[config.mk]
export PLATFORM = sky130hd
export DESIGN_NAME = fcmp_pred_unit
export DESIGN_NICKNAME = d
export VERILOG_FILES = /design/src/rtl/fcmp_pkg.sv /design/src/rtl/fcmp_classify.sv /design/src/rtl/fcmp_order.sv /design/src/rtl/fcmp_predicate.sv /design/src/rtl/fcmp_pred_unit.sv
export SDC_FILE = /design/constraint.sdc
export NUM_CORES = 1
export LEC_CHECK = 0
export BUFFER_PORTS_ARGS = -buffer_cell sky130_fd_sc_hd__buf_2
export CAP_MARGIN = 20
export CORE_AREA = 3 3 76 78
export DETAILED_ROUTE_END_ITERATION = 8
export DIE_AREA = 0 0 79 81
export GPL_ROUTABILITY_DRIVEN = 0
export HOLD_SLACK_MARGIN = 0.02
export PLACE_DENSITY_LB_ADDON = 0.1
export SYNTH_ARGS = -nofsm -noshare
export SYNTH_HDL_FRONTEND = slang
export SYNTH_SLANG_ARGS = --single-unit
[constraint.sdc]
create_clock -name clk -period 3 [get_ports clk]
set_input_delay 0.15 -clock clk [delete_from_list [all_inputs] [get_ports clk]]
set_output_delay 0.15 -clock clk [all_outputs]
set_load 0.005 [all_outputs]
[src/rtl/fcmp_pkg.sv]
`timescale 1ns/1ps
package fcmp_pkg;

   // Predicate codes: bit 2 inverts the relation chosen by bits 1:0.
   typedef enum logic [2:0] {
      PR_EQ    = 3'd0,
      PR_LT    = 3'd1,
      PR_LE    = 3'd2,
      PR_UNORD = 3'd3,
      PR_NEQ   = 3'd4,
      PR_NLT   = 3'd5,
      PR_NLE   = 3'd6,
      PR_ORD   = 3'd7
   } fcmp_pred_e;

   typedef struct packed {
      logic sign;
      logic is_zero;
      logic is_nan;
      logic is_snan;
   } fcmp_class_t;

endpackage

[src/rtl/fcmp_classify.sv]
`timescale 1ns/1ps
module fcmp_classify
   import fcmp_pkg::*;
#(
   parameter int EXP_W  = 8,
   parameter int FRAC_W = 23,
   localparam int OP_W  = 1 + EXP_W + FRAC_W
) (
   input  logic [OP_W-1:0] opnd,
   output fcmp_class_t     cls,
   output logic [OP_W-2:0] mag
);

   logic [EXP_W-1:0]  exp_f;
   logic [FRAC_W-1:0] frac_f;
   logic              exp_ones;

   always_comb begin
      exp_f       = opnd[OP_W-2 -: EXP_W];
      frac_f      = opnd[FRAC_W-1:0];
      exp_ones    = &exp_f;
      mag         = opnd[OP_W-2:0];
      cls.sign    = opnd[OP_W-1];
      cls.is_zero = (mag == '0);
      cls.is_nan  = exp_ones && (frac_f != '0);
      // The top fraction bit separates quiet from signaling NaNs.
      cls.is_snan = exp_ones && (frac_f != '0) && !frac_f[FRAC_W-1];
   end

endmodule

[src/rtl/fcmp_order.sv]
`timescale 1ns/1ps
module fcmp_order
   import fcmp_pkg::*;
#(
   parameter int MAG_W = 31
) (
   input  fcmp_class_t      cls_a,
   input  fcmp_class_t      cls_b,
   input  logic [MAG_W-1:0] mag_a,
   input  logic [MAG_W-1:0] mag_b,
   output logic             a_lt_b,
   output logic             a_eq_b,
   output logic             unord
);

   logic both_zero;
   logic mag_lt;
   logic mag_gt;
   logic mag_eq;

   always_comb begin
      both_zero = cls_a.is_zero && cls_b.is_zero;
      mag_lt    = mag_a < mag_b;
      mag_gt    = mag_a > mag_b;
      mag_eq    = mag_a == mag_b;
      unord     = cls_a.is_nan || cls_b.is_nan;
      a_eq_b    = both_zero || ((cls_a.sign == cls_b.sign) && mag_eq);
      if (both_zero)
         a_lt_b = 1'b0;
      else if (cls_a.sign != cls_b.sign)
         a_lt_b = cls_a.sign;
      else if (!cls_a.sign)
         a_lt_b = mag_lt;
      else
         a_lt_b = mag_gt;
   end

endmodule

[src/rtl/fcmp_predicate.sv]
`timescale 1ns/1ps
module fcmp_predicate
   import fcmp_pkg::*;
(
   input  logic [2:0] pred,
   input  logic       a_lt_b,
   input  logic       a_eq_b,
   input  logic       unord,
   input  logic       any_snan,
   output logic       hit,
   output logic       invalid
);

   logic base;
   logic relational;

   always_comb begin
      unique case (pred[1:0])
         2'b00:   base = !unord && a_eq_b;
         2'b01:   base = !unord && a_lt_b;
         2'b10:   base = !unord && (a_lt_b || a_eq_b);
         default: base = unord;
      endcase
      hit        = base ^ pred[2];
      relational = (pred[1:0] == 2'b01) || (pred[1:0] == 2'b10);
      invalid    = any_snan || (unord && relational);
   end

endmodule

[src/rtl/fcmp_pred_unit.sv]
`timescale 1ns/1ps
module fcmp_pred_unit
   import fcmp_pkg::*;
#(
   parameter int EXP_W  = 8,
   parameter int FRAC_W = 23,
   parameter int MASK_W = 32,
   localparam int OP_W  = 1 + EXP_W + FRAC_W
) (
   input  logic              clk,
   input  logic              rst_n,
   input  logic              in_valid,
   input  logic [OP_W-1:0]   op_a,
   input  logic [OP_W-1:0]   op_b,
   input  logic [2:0]        pred,
   output logic [MASK_W-1:0] res_mask,
   output logic              res_invalid,
   output logic              res_valid
);

   localparam int MAG_W = OP_W - 1;

   generate
      if (EXP_W < 2 || FRAC_W < 2) begin : g_bad_format
         $error("fcmp_pred_unit: exponent and fraction need at least 2 bits");
      end
      if (MASK_W < 1) begin : g_bad_mask
         $error("fcmp_pred_unit: MASK_W must be positive");
      end
   endgenerate

   logic [OP_W-1:0]  opnd [2];
   fcmp_class_t      cls  [2];
   logic [MAG_W-1:0] mag  [2];

   assign opnd[0] = op_a;
   assign opnd[1] = op_b;

   generate
      for (genvar gi = 0; gi < 2; gi++) begin : g_cls
         fcmp_classify #(
            .EXP_W (EXP_W),
            .FRAC_W(FRAC_W)
         ) i_classify (
            .opnd(opnd[gi]),
            .cls (cls[gi]),
            .mag (mag[gi])
         );
      end
   endgenerate

   logic a_lt_b;
   logic a_eq_b;
   logic unord;
   logic hit;
   logic invalid;

   fcmp_order #(
      .MAG_W(MAG_W)
   ) i_order (
      .cls_a (cls[0]),
      .cls_b (cls[1]),
      .mag_a (mag[0]),
      .mag_b (mag[1]),
      .a_lt_b(a_lt_b),
      .a_eq_b(a_eq_b),
      .unord (unord)
   );

   fcmp_predicate i_predicate (
      .pred    (pred),
      .a_lt_b  (a_lt_b),
      .a_eq_b  (a_eq_b),
      .unord   (unord),
      .any_snan(cls[0].is_snan || cls[1].is_snan),
      .hit     (hit),
      .invalid (invalid)
   );

   always_ff @(posedge clk or negedge rst_n) begin
      if (!rst_n) begin
         res_mask    <= '0;
         res_invalid <= 1'b0;
         res_valid   <= 1'b0;
      end else begin
         res_valid <= in_valid;
         if (in_valid) begin
            res_mask    <= {MASK_W{hit}};
            res_invalid <= invalid;
         end
      end
   end

endmodule

==> metrics.txt <==
# TYPE chip_impl_metric gauge
chip_impl_metric{name="slew_headroom",unit="%"} 58.4
chip_impl_info{name="worstHoldStart",value="in_valid"} 1
chip_impl_info{name="critical-path-top-delay-family",value="simple AND/OR/NAND/NOR gates"} 1
chip_impl_info{name="hold_path.class",value="input port to register"} 1
chip_impl_info{name="critical_path.startpoint_type",value="input port"} 1
chip_impl_metric{name="yosys_warnings",unit=""} 0
chip_impl_metric{name="grt_first_pass_wirelength",unit="µm"} 6800
chip_impl_metric{name="hpwlAfterDp",unit="µm"} 3910
chip_impl_metric{name="flow.area_growth_from_synthesis",unit="%"} 28.5
chip_impl_metric{name="synth.cell_area",unit="µm²"} 1500
chip_impl_metric{name="synthesis.area_per_instance",unit="µm²"} 7.15
chip_impl_metric{name="htree_num_levels",unit=""} 1
chip_impl_metric{name="fmax",unit="GHz"} 0.446
chip_impl_info{name="post-synth-top-count-cell",value="inv_1"} 1
chip_impl_info{name="ys_top_cells_by_area",value="ha_1 (28%), buf_4 (16%), inv_1 (9.8%)"} 1
chip_impl_info{name="run_status",value="complete, no violations"} 1
chip_impl_metric{name="nNetsFinal",unit=""} 391
chip_impl_metric{name="setup.reg_to_reg.worst_slack",unit="ns"} 1.97
chip_impl_metric{name="cts_buffers",unit=""} 3
chip_impl_metric{name="p_clk_share",unit="%"} 26.6
chip_impl_metric{name="rr_worst_depth",unit=""} 2
chip_impl_metric{name="detail_route.wirelength",unit="µm"} 4240
chip_impl_metric{name="detail_route.iter0.violations",unit=""} 21
chip_impl_metric{name="core",unit="µm²"} 5140
chip_impl_metric{name="postCtsResizedCells",unit=""} 0
chip_impl_metric{name="fp.dieH",unit="µm"} 81
chip_impl_info{name="rsz0062_at_grt",value="no"} 1
chip_impl_metric{name="setup-violations-final",unit=""} 0
chip_impl_metric{name="power_density",unit="nW/µm²"} 229
chip_impl_metric{name="io_buffer_count",unit=""} 103
chip_impl_metric{name="globalRouteTotalUtil",unit="%"} 12.8
chip_impl_info{name="clockRootBuffer",value="clkbuf_8"} 1
chip_impl_info{name="setup.worst_path.class",value="input port to register"} 1
chip_impl_metric{name="design_area",unit="µm²"} 1920
chip_impl_metric{name="vias",unit=""} 1656
chip_impl_metric{name="drc",unit=""} 0
chip_impl_metric{name="async_reset_ff_share",unit="%"} 100
chip_impl_metric{name="finalHoldViolations",unit=""} 0
chip_impl_metric{name="synthXorXnorAreaFrac",unit="%"} 0.586
chip_impl_info{name="synth_common_cells",value="inv_1 (39), ha_1 (34), buf_4 (31), a21oi_1 (14), nor4_1 (14)"} 1
chip_impl_metric{name="crit_fanout",unit=""} 4
chip_impl_metric{name="worst_skew_pair.late_latency",unit="ns"} 0.22
chip_impl_metric{name="core.rowCount",unit=""} 26
chip_impl_metric{name="worst-slew-pin-transition",unit="ns"} 0.623
chip_impl_metric{name="fin_worst_skew",unit="ns"} 0
chip_impl_metric{name="design_internal_power",unit="mW"} 0.269
chip_impl_metric{name="dieArea",unit="µm²"} 6400
chip_impl_metric{name="antenna_violating_nets_post_route",unit=""} 0
chip_impl_metric{name="layout-drive-gt1-share",unit="%"} 39.2
chip_impl_metric{name="synth_edf_count",unit=""} 0
chip_impl_metric{name="i_o_pins",unit=""} 104
chip_impl_metric{name="muxShareOfSynthArea",unit="%"} 0
chip_impl_metric{name="grt_max_degree",unit=""} 34
chip_impl_info{name="rr_endpoint",value="res_mask[0]$_DFFE_PN0P_"} 1
chip_impl_metric{name="netlist.area_leader.share",unit="%"} 28.5
chip_impl_metric{name="first_pass_iters",unit=""} 4
chip_impl_metric{name="cts.clk_slew.worst_paths",unit="ns"} 0.03
chip_impl_info{name="slowest_stage_cell_crit_path",value="or4_4"} 1
chip_impl_metric{name="via_count_of_the_first_global_routing_pass",unit=""} 1575
chip_impl_metric{name="placed_cells",unit=""} 351
chip_impl_metric{name="slowest_stage_delay_cp",unit="ns"} 0.56
chip_impl_metric{name="switching_power",unit="mW"} 0.170
chip_impl_metric{name="final_cells",unit=""} 356
chip_impl_metric{name="switching_share_of_total_power",unit="%"} 38.7
chip_impl_metric{name="finalWorstPathRequiredPeriod",unit="ns"} 2.24
chip_impl_metric{name="worst_hold_slack",unit="ns"} 0.133
chip_impl_metric{name="synth_simple_gate_area_share",unit="%"} 25.4
chip_impl_metric{name="p_leak",unit="nW"} 1.09
chip_impl_metric{name="clock_tree.buffer_depth",unit=""} 2
chip_impl_info{name="cts_tree",value="done"} 1
chip_impl_info{name="synth_top_family_by_area",value="adder cells"} 1
chip_impl_metric{name="synth_fp_nets",unit=""} 313
chip_impl_metric{name="ys_seq_elements",unit=""} 3
chip_impl_metric{name="final.period_utilization",unit="%"} 74.8
chip_impl_metric{name="p_seq_share",unit="%"} 13.0
chip_impl_metric{name="die_width",unit="µm"} 79
chip_impl_metric{name="timing.max_cap.violations",unit=""} 0
chip_impl_metric{name="critical_path_required",unit="ns"} 3.08
chip_impl_metric{name="hold-path-cell-count",unit=""} 1
chip_impl_metric{name="vias_per_cell",unit=""} 4.65
chip_impl_info{name="yosys.area.top_type",value="ha_1"} 1
chip_impl_metric{name="drv_slew",unit=""} 0
chip_impl_info{name="synth_flop_cell",value="dfrtp_1"} 1
chip_impl_metric{name="grt.overflow.total",unit=""} 0
chip_impl_metric{name="floorplan.initialDensity",unit="%"} 29.1
chip_impl_metric{name="clkSinkCount",unit=""} 3
chip_impl_metric{name="tns",unit="ns"} 0
chip_impl_metric{name="register_area_share_after_synthesis",unit="%"} 5.02
chip_impl_metric{name="synth-adder-area-share",unit="%"} 28.5
chip_impl_metric{name="synth_cells",unit=""} 209
chip_impl_metric{name="antennaDiodeCount",unit=""} 0
chip_impl_info{name="critical_path.reg2reg.startpoint",value="res_mask[0]$_DFFE_PN0P_"} 1
chip_impl_metric{name="ir_drop",unit="mV"} 0.123
chip_impl_metric{name="power_frac_comb",unit="%"} 60.4
chip_impl_metric{name="critical_path_arrival",unit="ns"} 2.33
chip_impl_metric{name="routed_wire_length_per_instance",unit="µm"} 11.9
chip_impl_info{name="worstSetupEndpointType",value="register"} 1
chip_impl_info{name="worst_hold_path.endpoint",value="res_valid$_DFF_PN0_"} 1
chip_impl_metric{name="antenna_violations_before_repair",unit=""} 0
chip_impl_metric{name="cp_num_buf_inv",unit=""} 2
chip_impl_metric{name="placedInstanceArea",unit="µm²"} 1870
chip_impl_metric{name="synth-compound-area-share",unit="%"} 15.2
chip_impl_info{name="timing.critical_path.cells",value="buf_2 -> inv_1 -> ha_1 -> nand4_1 -> or4_4 -> nor2_2 -> o22ai_1 -> a211oi_2 -> o41a_1 -> nor3_1 -> nand4bb_1"} 1
chip_impl_metric{name="synth.distinct_cells",unit=""} 36
-- cell families (layout without fill, tap and decap cells) --
logic type      count (synthesis)  in the layout
fa+ha+maj                      34             34
compound gates                 35             35
xor+xnor                        1              1
simple gates                   66             66
flops                           3              3
buf+inv                        70            147
-- metrics by stage --
step           utilization (%)  setup WS (ns)  power, mW
2_1_floorplan                -          0.857      0.265
3_3_place_gp              36.3          0.595      0.330
3_5_place_dp              36.3          0.545      0.326
4_1_cts                   37.4          0.768      0.450
5_1_grt                   37.4          0.619      0.494
6_report                  37.4          0.757      0.440
-- final cells by class --
| type | instances | area (µm²) |
|---|---|---|
| clock buffers | 4 | 45.0 |
| fillers | 595 | 3220 |
| inverters | 39 | 146 |
| multi-input cells | 136 | 1040 |
| flip-flops and latches | 3 | 75.1 |
| well taps | 70 | 87.6 |
| repair buffers | 104 | 526 |
-- worst register-to-register path, stage by stage, from the launching register on --
cell and delay [ns]:
dfrtp_1 0.73, nand2b_1 0.12, nand4bb_1 0.11
-- power by group through the flow --
stage	logic, mW	clock network (mW)	registers [mW]
3_5_place_dp	0.268	0	0.0585
3_3_place_gp	0.272	0	0.0576
6_report	0.266	0.117	0.0572
4_1_cts	0.270	0.121	0.0581
2_1_floorplan	0.205	0	0.0600
5_1_grt	0.307	0.127	0.0603
-- registers in the layout, indices dropped and copies added (netlist names) --
signal / count
res_mask: 1
res_valid: 1
res_invalid: 1
-- cell usage in the layout (no fill, tap or decap), drive strengths merged, types with 2 or more instances in the layout --
cell	n
buf	103
inv	39
ha	34
nor4	14
a21oi	14
nand4	14
nand2	9
nor2	9
nor3	6
nand3	6
o21ai	6
clkbuf	4
dfrtp	3
a211oi	3
o22ai	2
a221oi	2
or4	2
-- metal layers --
layer | up-vias | track usage (%) | share of wire [%]
met2 | 59 | 22.1 | 45
met1 | 716 | 17.3 | 47
li1 | 881 | - | -
met5 | - | 0 | 0
met4 | 0 | 1.03 | 0
met3 | 0 | 2.22 | 7.3
-- timing repair --
action	CTS	global route
hold buffers	1	0
buffers inserted	0	0
hold endpoints to repair	3	0
-- how the worst max path moves through the flow --
stage / slack [ns] / cells after the start / endpoint / start
floorplan: 0.86 / 9 / res_mask[0]$_DFFE_PN0P_ / op_b[25]
finish: 0.76 / 11 / res_mask[0]$_DFFE_PN0P_ / op_b[29]
global route: 0.62 / 11 / res_mask[0]$_DFFE_PN0P_ / op_b[29]
global placement: 0.60 / 10 / res_mask[0]$_DFFE_PN0P_ / op_b[29]
detailed placement: 0.54 / 11 / res_mask[0]$_DFFE_PN0P_ / op_b[29]
CTS: 0.77 / 11 / res_mask[0]$_DFFE_PN0P_ / op_b[29]
Note: power is estimated with default switching activity, not from simulation.
